$ cat src/rtl/lcdi2c_pkg.sv
package lcdi2c_pkg;
  typedef enum logic [2:0] {
    ST_IDLE, ST_RX, ST_ACK, ST_TX, ST_MACK
  } bus_state_e;

  typedef enum logic [1:0] {
    BK_ADDR, BK_FIRST, BK_DATA, BK_SKIP
  } byte_kind_e;
endpackage

$ cat src/rtl/lcdi2c_sync.sv
module lcdi2c_sync #(
  parameter int STAGES = 2
) (
  input  logic clk,
  input  logic rst_n,
  input  logic scl_in,
  input  logic sda_in,
  output logic sda_s,
  output logic scl_rise,
  output logic scl_fall,
  output logic bus_start,
  output logic bus_stop
);
  // index 1 = SCL, index 0 = SDA
  logic [1:0][STAGES-1:0] chain;
  logic [1:0] now_v, prev_v;

  always_comb begin
    for (int g = 0; g < 2; g++) now_v[g] = chain[g][STAGES-1];
  end

  always_ff @(posedge clk or negedge rst_n) begin
    if (!rst_n) begin
      chain  <= '1;
      prev_v <= '1;
    end else begin
      chain[1] <= {chain[1][STAGES-2:0], scl_in};
      chain[0] <= {chain[0][STAGES-2:0], sda_in};
      prev_v   <= now_v;
    end
  end

  assign sda_s     = now_v[0];
  assign scl_rise  = now_v[1] & ~prev_v[1];
  assign scl_fall  = ~now_v[1] & prev_v[1];
  assign bus_start = now_v[1] & prev_v[1] & prev_v[0] & ~now_v[0];
  assign bus_stop  = now_v[1] & prev_v[1] & ~prev_v[0] & now_v[0];
endmodule

$ cat src/rtl/lcdi2c_ram.sv
module lcdi2c_ram #(
  parameter int DEPTH = 22,
  parameter int AW    = 5
) (
  input  logic          clk,
  input  logic          we,
  input  logic [AW-1:0] waddr,
  input  logic [7:0]    wdata,
  input  logic [AW-1:0] raddr_a,
  output logic [7:0]    rdata_a,
  input  logic [AW-1:0] raddr_b,
  output logic [7:0]    rdata_b
);
  logic [7:0] mem [DEPTH];

  always_ff @(posedge clk) begin
    if (we) mem[waddr] <= wdata;
  end

  assign rdata_a = (int'(raddr_a) < DEPTH) ? mem[raddr_a] : 8'h00;
  assign rdata_b = (int'(raddr_b) < DEPTH) ? mem[raddr_b] : 8'h00;
endmodule

$ cat src/rtl/lcd_i2c_ram_slave.sv
module lcd_i2c_ram_slave
  import lcdi2c_pkg::*;
#(
  parameter logic [6:0] DEV_ADDR    = 7'b0111111,
  parameter int         RAM_BYTES   = 22,
  parameter int         SYNC_STAGES = 2,
  localparam int        PW          = $clog2(RAM_BYTES)
) (
  input  logic          clk,
  input  logic          rst_n,
  input  logic          scl_in,
  input  logic          sda_in,
  output logic          sda_oe,
  output logic          cmd_valid,
  output logic [7:0]    cmd_byte,
  input  logic [PW-1:0] disp_addr,
  output logic [7:0]    disp_data
);
  function automatic logic [PW-1:0] ptr_next(input logic [PW-1:0] p);
    return (p == PW'(RAM_BYTES - 1)) ? '0 : p + 1'b1;
  endfunction

  function automatic logic is_ptr_load(input logic [7:0] b);
    return (b[7:5] == 3'b000) && (int'(b[4:0]) < RAM_BYTES);
  endfunction

  logic sda_s, scl_rise, scl_fall, bus_start, bus_stop;

  lcdi2c_sync #(.STAGES(SYNC_STAGES)) u_sync (
    .clk(clk), .rst_n(rst_n), .scl_in(scl_in), .sda_in(sda_in),
    .sda_s(sda_s), .scl_rise(scl_rise), .scl_fall(scl_fall),
    .bus_start(bus_start), .bus_stop(bus_stop)
  );

  bus_state_e    state;
  byte_kind_e    kind;
  logic [7:0]    shreg, txsh;
  logic [3:0]    bitcnt;
  logic          rw_rd, inc_pend, mack_ok;
  logic [PW-1:0] ptr;

  // named events for the checker
  logic byte_done, addr_hit, addr_miss, ptr_load, cmd_hit, ram_we, tx_adv;
  logic [PW-1:0] tx_addr;
  logic [7:0]    rd_tx;

  assign byte_done = (state == ST_RX) && (bitcnt == 4'd8) && scl_fall;
  assign addr_hit  = byte_done && (kind == BK_ADDR) && (shreg[7:1] == DEV_ADDR);
  assign addr_miss = byte_done && (kind == BK_ADDR) && (shreg[7:1] != DEV_ADDR);
  assign ptr_load  = byte_done && (kind == BK_FIRST) && is_ptr_load(shreg);
  assign cmd_hit   = byte_done && (kind == BK_FIRST) && (shreg[7:5] != 3'b000);
  assign ram_we    = byte_done && (kind == BK_DATA);
  assign tx_adv    = (state == ST_MACK) && scl_fall && mack_ok;
  assign tx_addr   = tx_adv ? ptr_next(ptr) : ptr;

  lcdi2c_ram #(.DEPTH(RAM_BYTES), .AW(PW)) u_ram (
    .clk(clk), .we(ram_we), .waddr(ptr), .wdata(shreg),
    .raddr_a(tx_addr), .rdata_a(rd_tx),
    .raddr_b(disp_addr), .rdata_b(disp_data)
  );

  always_ff @(posedge clk or negedge rst_n) begin
    if (!rst_n) begin
      state     <= ST_IDLE;
      kind      <= BK_ADDR;
      shreg     <= '0;
      txsh      <= '0;
      bitcnt    <= '0;
      rw_rd     <= 1'b0;
      inc_pend  <= 1'b0;
      mack_ok   <= 1'b0;
      ptr       <= '0;
      sda_oe    <= 1'b0;
      cmd_valid <= 1'b0;
      cmd_byte  <= '0;
    end else begin
      cmd_valid <= 1'b0;
      if (bus_start) begin
        state    <= ST_RX;
        kind     <= BK_ADDR;
        bitcnt   <= '0;
        sda_oe   <= 1'b0;
        inc_pend <= 1'b0;
      end else if (bus_stop) begin
        state    <= ST_IDLE;
        sda_oe   <= 1'b0;
        inc_pend <= 1'b0;
      end else begin
        unique case (state)
          ST_RX: begin
            if (scl_rise && bitcnt != 4'd8) begin
              shreg  <= {shreg[6:0], sda_s};
              bitcnt <= bitcnt + 1'b1;
            end else if (byte_done) begin
              unique case (kind)
                BK_ADDR: begin
                  if (addr_hit) begin
                    rw_rd  <= shreg[0];
                    sda_oe <= 1'b1;
                    state  <= ST_ACK;
                    kind   <= BK_FIRST;
                  end else begin
                    state <= ST_IDLE;
                  end
                end
                BK_FIRST: begin
                  sda_oe <= 1'b1;
                  state  <= ST_ACK;
                  if (ptr_load) begin
                    ptr  <= PW'(shreg[4:0]);
                    kind <= BK_DATA;
                  end else begin
                    kind <= BK_SKIP;
                    if (cmd_hit) begin
                      cmd_valid <= 1'b1;
                      cmd_byte  <= shreg;
                    end
                  end
                end
                BK_DATA: begin
                  sda_oe   <= 1'b1;
                  state    <= ST_ACK;
                  inc_pend <= 1'b1;
                end
                default: begin
                  sda_oe <= 1'b1;
                  state  <= ST_ACK;
                end
              endcase
            end
          end
          ST_ACK: begin
            if (scl_fall) begin
              bitcnt   <= '0;
              inc_pend <= 1'b0;
              if (inc_pend) ptr <= ptr_next(ptr);
              if (rw_rd) begin
                state  <= ST_TX;
                txsh   <= rd_tx;
                sda_oe <= ~rd_tx[7];
              end else begin
                state  <= ST_RX;
                sda_oe <= 1'b0;
              end
            end
          end
          ST_TX: begin
            if (scl_fall) begin
              bitcnt <= bitcnt + 1'b1;
              if (bitcnt == 4'd7) begin
                state  <= ST_MACK;
                sda_oe <= 1'b0;
              end else begin
                txsh   <= {txsh[6:0], 1'b0};
                sda_oe <= ~txsh[6];
              end
            end
          end
          ST_MACK: begin
            if (scl_rise) begin
              mack_ok <= ~sda_s;
            end else if (scl_fall) begin
              if (mack_ok) begin
                ptr    <= ptr_next(ptr);
                txsh   <= rd_tx;
                sda_oe <= ~rd_tx[7];
                bitcnt <= '0;
                state  <= ST_TX;
              end else begin
                state <= ST_IDLE;
              end
            end
          end
          default: ;
        endcase
      end
    end
  end
endmodule

$ cat config.mk
export PLATFORM = sky130hd
export DESIGN_NAME = lcd_i2c_ram_slave
export DESIGN_NICKNAME = d
export VERILOG_FILES = /design/src/rtl/lcdi2c_pkg.sv /design/src/rtl/lcdi2c_sync.sv /design/src/rtl/lcdi2c_ram.sv /design/src/rtl/lcd_i2c_ram_slave.sv
export SDC_FILE = /design/constraint.sdc
export NUM_CORES = 1
export LEC_CHECK = 0
export ABC_AREA = 1
export BUFFER_PORTS_ARGS = -buffer_cell sky130_fd_sc_hd__buf_4
export CORE_MARGIN = 1.5
export CORE_UTILIZATION = 55
export DETAILED_ROUTE_END_ITERATION = 8
export GPL_TIMING_DRIVEN = 0
export PLACE_DENSITY = 0.71
export SLEW_MARGIN = 20
export SYNTH_ARGS = -nofsm -noshare
export SYNTH_HDL_FRONTEND = slang
export SYNTH_HIERARCHICAL = 1
export SYNTH_SLANG_ARGS = --single-unit
$ cat constraint.sdc
create_clock -name clk -period 3 [get_ports clk]
set_input_delay 0.15 -clock clk [delete_from_list [all_inputs] [get_ports clk]]
set_output_delay 0.15 -clock clk [all_outputs]
set_load 0.005 [all_outputs]
==> flow_summary_export.csv, run 1 <==
group,metric,value,unit
drt,wire_per_inst,19.0,um
yosys,synth_edf_count,176,
drt,drtIter0Drc,1277,
final_layout,final_nets,1621,
floorplanning,die_h,153,um
place,dp_slack,-0.538,ns
floorplanning,ios,27,
sta,fmax,330,MHz
setup_path,crit_chain,"inv_1 -> nor2_4 -> nand4_1 -> nor4_2 -> nand3_1 -> nor2_2",
global_routing,first_global_vias,10042,
final_layout,area_delta_synth_final,13.4,%
setup_path,slowest_stage,"nand3_1",
yosys,synth_nets,1559,
pwr,p_leak,6.36,nW
drt,routed_via_density,5.58,
setup_path,cp-end-kind,"flip-flop",
sta,period_needed,3.03,ns
yosys,ys_seq_area_frac,0.527,
sta,final_hold_viol_count,0,
cts,htree_levels,1,
global_routing,antenna_found_initial,0,
sta,fin_crit_sh,1.01,
setup_path,r2r-start,"u_sync/prev_v[1]$_DFF_PN1_",
setup_path,r2r_slack,-0.03,ns
cts,cts_tree,"built",
drt,post-route-drc-count,0,
sta,worst_pin_slew,1.12,ns
sta,clock_skew,0.00876,ns
cts,clk_latency,0.52,ns
place,post-place-cells,1849,
sta,final.setup.tns,-0.212,ns
setup_path,critical_path_cell_count,6,
floorplanning,rows,54,
final_layout,fin_cells,1906,
place,gp_congestion,0.980,
drt,vias,10643,
yosys,syn_avg_cell_area,7.97,sq um
sta,setup_slack,-0.0283,ns
setup_path,r2r_end,"u_ram/mem[11][2]$_DFFE_PP_",
place,io_buffers,23,
sta,finalMaxSlewViolations,0,
yosys,postSynthCellCount,1546,
setup_path,worst-path-buf-inv,1,
drt,drtAntennaViolNets,0,
sta,final-setup-viol-count,13,
drt,wirelength,36.2,mm
yosys,ys_seq_elements,224,
global_routing,grt_usage,0.309,
floorplanning,fp.dieArea,0.0233,sq mm
sta,grt_setup_unrepaired,"yes",
global_routing,gr-total-overflow,0,
setup_path,cp_max_fo,8,
run_status,status,"complete, but fails checks",
floorplanning,dieWidth,153,um
global_routing,grt_max_degree,49,
min_path,holdCritPathClass,"in -> async",
yosys,synth_area,0.0123,sq mm
setup_path,worstSetupPathType,"reg -> reg",
run_status,violations,"negative setup slack",
setup_path,r2r_cells,6,
setup_path,cp.arrival,3.19,ns
final_layout,post-route-util,0.638,
yosys,synthArstFlopShare,0.214,
yosys,yosysUniqueCellTypes,38,
place,hpwl,25.5,mm
final_layout,drive_gt1_frac,0.135,
sta,max_slew_margin,0.253,
yosys,ys.warnings.count,6,
floorplanning,start_util,0.563,
final_layout,fillerInstances,1933,
setup_path,required,3.16,ns
cts,cts_buffers,25,
setup_path,slowest_delay,0.59,ns
run,drv_cap,0,
setup_path,path_delay_family,"simple AND/OR/NAND/NOR gates",
drt,drt-pass1-iter-count,6,
cts,root_buffer,"clkbuf_16",
global_routing,grt_first_pass_wirelength,55.5,mm
pwr,vdd_ir_drop_max,0.000499,V
yosys,synth_ff_type,"edfxtp_1",
cts,clk_pin_slew,0.06,ns
cts,clock_sinks,224,
final_layout,antennaDiodeCount,0,
cts,cts_max_path_buffers,3,
setup_path,start_kind,"flip-flop",
pwr,p_per_area,620,mW/mm^2
floorplanning,core,0.0219,sq mm
flip-flops by register name, summed over array words and instances (netlist names):
name / flops
u_ram/mem: 176
cmd_byte: 8
shreg: 8
txsh: 7
ptr: 5
bitcnt: 4
state: 3
u_sync/chain: 3
kind: 2
u_sync/prev_v: 2
cmd_valid: 1
inc_pend: 1
mack_ok: 1
rw_rd: 1
sda_oe: 1
u_sync/sda_s: 1
what timing repair did:
item	4_1_cts	5_1_grt
cloned	0	0
pin swaps	1	3
hold buffers	3	0
gates resized for setup	34	33
setup endpoints to repair	184	184
hold endpoints to repair	44	0
setup buffers	2	8
area by class of cell:
cell class,count,area [sq um],area share
repair buffers,36,278,0.0199
inverters,192,733,0.0525
well taps,280,350,0.0251
plain buffers,68,488,0.0349
clock inverters,15,171,0.0123
multi-input cells,1061,4800,0.344
flip-flops and latches,224,6500,0.465
clock buffers,30,644,0.0461
layout by cell type (no fill, tap or decap), drive strengths merged, types with 2 or more instances in the layout:
cell type and count:
buf 91, clkinv 11, xor2 3, ha 4, clkbuf 40, mux2i 6, dlygate4sd3 3, nand3 213
nand2 561, a21oi 37, edfxtp 176, dfstp 6, nor2 156, nor3 3, dfrtp 42, nand3b 2
bufinv 4, inv 191, nand4 13, o21ai 60
per-layer routing:
layer	vias to the layer above	global-route usage	wire (um)
li1	5076	-	-
met1	5000	0.431	15100
met2	484	0.497	16900
met3	83	0.0421	3080
met4	0	0.112	1130
met5	-	0	0
worst register-to-register path, cell delays in order, from the launching register on:
cell	delay, ns
dfstp_2	0.53
inv_1	0.06
nor2_4	0.16
nand4_1	0.31
nor4_2	0.44
nand3_1	0.59
nor2_2	0.58
stage by stage:
stage,total power [mW],hold WS [ns],instance area [sq um]
after global routing,9.01,0.258,14000
final,8.67,0.187,14000
after CTS,8.61,0.196,13800
after global placement,5.51,0.200,12800
after floorplan,4.87,-0.146,12300
after detailed placement,5.54,0.202,12800
where the power goes:
group	leakage, nW	internal [mW]	switching [mW]
Sequential	2.23	3.48	0.195
Clock	0.398	1.86	1.19
Combinational	3.73	0.657	1.28
cells in the mapped netlist, types with 2 or more instances:
cell	n	area share
o21ai_1	11	0.0045
buf_2	33	0.013
ha_1	4	0.0041
nand3_1	211	0.086
inv_1	179	0.055
a21oi_1	37	0.015
nand4_1	12	0.0061
xor2_1	3	0.0021
nor2_1	152	0.046
nand2_1	557	0.17
buf_4	10	0.0061
edfxtp_1	176	0.43
dfstp_2	6	0.013
inv_2	10	0.0030
nand3b_1	2	0.0012
clkbuf_1	8	0.0024
o21ai_0	42	0.017
buf_6	17	0.016
o21ai_2	7	0.0050
dfrtp_1	42	0.085
nor2_8	2	0.0033
nand2_2	4	0.0020
mux2i_1	6	0.0049
cells by family (layout without fill, tap and decap cells):
group	Yosys count	count (layout)	synth area share
xor+xnor	4	4	0.00284
simple gates	949	949	0.322
mux	6	6	0.00488
fa+ha+maj	4	4	0.00406
buf+inv	261	341	0.0969
compound gates	98	98	0.0421
flops	224	224	0.527
worst max-delay path by stage:
stage	from	to	slack, ns
final	u_sync/prev_v[1]$_DFF_PN1_	u_ram/mem[11][2]$_DFFE_PP_	-0.03
after global routing	u_sync/prev_v[1]$_DFF_PN1_	u_ram/mem[16][2]$_DFFE_PP_	-0.15
after CTS	u_sync/prev_v[1]$_DFF_PN1_	u_ram/mem[1][6]$_DFFE_PP_	0.003
after detailed placement	u_sync/prev_v[1]$_DFF_PN1_	u_ram/mem[17][5]$_DFFE_PP_	-0.54
after global placement	u_sync/prev_v[1]$_DFF_PN1_	u_ram/mem[19][4]$_DFFE_PP_	-0.53
after floorplan	u_sync/prev_v[1]$_DFF_PN1_	sda_oe$_DFFE_PN0P_	0.44
No activity file was read; power rests on OpenSTA's default activity.
==> run 2, diff against run 1 <==
- CORE_UTILIZATION: 55 -> 59
- HOLD_SLACK_MARGIN: unset -> 0.05
- PLACE_DENSITY: 0.71 -> 0.76
- RECOVER_POWER: unset -> 100
==> flow_summary_export.csv, run 2 (synthesis gave the netlist of run 1 again) <==
group,metric,value,unit
cts,root_buffer,"clkbuf_16",
sta,final_hold_viol_count,0,
place,post-place-cells,1839,
place,dp_slack,-0.547,ns
sta,whs,0.288,ns
sta,finalMaxSlewViolations,0,
floorplanning,rows,52,
floorplanning,die_h,148,um
floorplanning,ios,27,
setup_path,cp.arrival,3.26,ns
global_routing,first_global_vias,9976,
global_routing,antenna_found_initial,0,
floorplanning,core,0.0204,sq mm
floorplanning,dieWidth,148,um
final_layout,final_cell_mix,"nand2_1, nand3_1, inv_1",
cts,cts_tree,"built",
run_status,violations,"negative setup slack",
place,hpwl,24.7,mm
sta,worst_pin_slew,1.33,ns
sta,grt_setup_unrepaired,"yes",
sta,fin_crit_sh,1.03,
setup_path,worstSetupPathType,"reg -> reg",
final_layout,multiInputGateArea,0.00474,sq mm
drt,drt-pass1-iter-count,6,
drt,wirelength,35.4,mm
global_routing,gr-total-overflow,0,
pwr,p_per_area,619,mW/mm^2
cts,cts_max_path_buffers,3,
setup_path,worst-path-buf-inv,1,
setup_path,required,3.17,ns
global_routing,grt_usage,0.332,
setup_path,slowest_delay,0.62,ns
drt,drtAntennaViolNets,0,
setup_path,cp_max_fo,8,
drt,routed_via_density,5.65,
final_layout,largestRegisters,"u_ram/mem: 176 flops, cmd_byte: 8 flops, shreg: 8 flops",
global_routing,grt_max_degree,49,
cts,htree_levels,1,
final_layout,fin_cells,1891,
drt,vias,10693,
final_layout,area_delta_synth_final,12.2,%
setup_path,slowest_stage,"nor2_2",
final_layout,top_register,"u_ram/mem",
setup_path,crit_chain,"inv_1 -> nor2_4 -> nand4_1 -> nor4_2 -> nand3_1 -> nor2_2",
setup_path,path_delay_family,"simple AND/OR/NAND/NOR gates",
cts,cts_buffers,25,
final_layout,fillerInstances,1689,
setup_path,cp-end-kind,"flip-flop",
pwr,vdd_ir_drop_max,0.000526,V
final_layout,final_common_cell,"nand2_1",
cts,clk_latency,0.53,ns
sta,final-setup-viol-count,64,
floorplanning,fp.dieArea,0.0218,sq mm
sta,max_slew_margin,0.116,
cts,clock_sinks,224,
cts,clk_pin_slew,0.06,ns
sta,setup_slack,-0.0946,ns
run_status,status,"complete, but fails checks",
drt,post-route-drc-count,0,
floorplanning,start_util,0.605,
pwr,p_leak,6.33,nW
place,io_buffers,23,
final_layout,final_nets,1616,
drt,wire_per_inst,18.7,um
drt,drtIter0Drc,1282,
final_layout,post-route-util,0.679,
final_layout,seqCellArea,0.00650,sq mm
min_path,holdCritPathClass,"in -> reg",
global_routing,grt_first_pass_wirelength,54.9,mm
sta,clock_skew,0.00908,ns
setup_path,start_kind,"flip-flop",
final_layout,largest_register_ffs,176,
pwr,p_total,8.56,mW
run,drv_cap,0,
sta,period_needed,3.09,ns
final_layout,antennaDiodeCount,0,
final_layout,drive_gt1_frac,0.121,
place,gp_congestion,0.955,
sta,fmax,323,MHz
-- run 2: changes by cell type in the layout (fill, tap and decap cells not counted), moves of 3 or more --
cell,previous run,this run
buf_2,30,33
nand2_1,550,556
a21oi_1,33,36
buf_4,42,25
clkbuf_4,3,12
dfrtp_1,34,39
clkbuf_8,0,4
dfrtp_2,8,3
nand2_2,10,5
-- run 2: worst paths after layout --
path	start	end	slack (ns)	depth (start not counted)
max	u_sync/prev_v[1]$_DFF_PN1_	u_ram/mem[6][3]$_DFFE_PP_	-0.09	6
min reg2reg	u_sync/chain[0]$_DFF_PN1_	u_sync/sda_s$_DFF_PN1_	0.36	0
max in group asynchronous	rst_n	ptr[1]$_DFFE_PN0P_	1.83	2
min	sda_in	u_sync/chain[0]$_DFF_PN1_	0.29	2
max reg2reg	u_sync/prev_v[1]$_DFF_PN1_	u_ram/mem[6][3]$_DFFE_PP_	-0.09	6
min in group asynchronous	rst_n	txsh[3]$_DFFE_PN0P_	0.39	2
-- run 2: report_power, final --
| group | internal, mW | leakage (nW) | switching [mW] |
|---|---|---|---|
| clock network | 1.80 | 0.399 | 1.21 |
| logic | 0.629 | 3.68 | 1.24 |
| registers | 3.48 | 2.24 | 0.199 |
| total | 5.91 | 6.33 | 2.65 |
-- run 2: cell type report --
cell class / count / area share
timing repair buffer: 31 / 0.0172
clock buffer: 34 / 0.0506
sequential: 224 / 0.470
clock inverter: 11 / 0.00769
inverter: 192 / 0.0529
tap: 270 / 0.0244
multi-input combinational: 1061 / 0.343
buffer: 68 / 0.0339
-- run 2: through the flow --
stage | TNS [ns] | cell area (sq um)
final | -4.51 | 13800
after global routing | -11.31 | 13800
after CTS | -0.00916 | 13800
after detailed placement | -67.62 | 12800
after global placement | -59.53 | 12800
after floorplan | 0 | 12300
-- run 2: per-layer routing --
layer	track usage	share of wire	vias to the layer above
met5	0	0	-
met4	0.156	0.047	0
met3	0.0401	0.094	92
met2	0.504	0.43	589
met1	0.479	0.42	4940
li1	-	-	5072
-- run 2: timing repair --
| item | CTS | global route |
|---|---|---|
| endpoints found under the setup margin | 184 | 87 |
| buffers inserted | 4 | 1 |
| pin swaps | 2 | 1 |
| gates resized for setup | 38 | 4 |
| hold buffers | 3 | 0 |
| hold endpoints to repair | 50 | 0 |
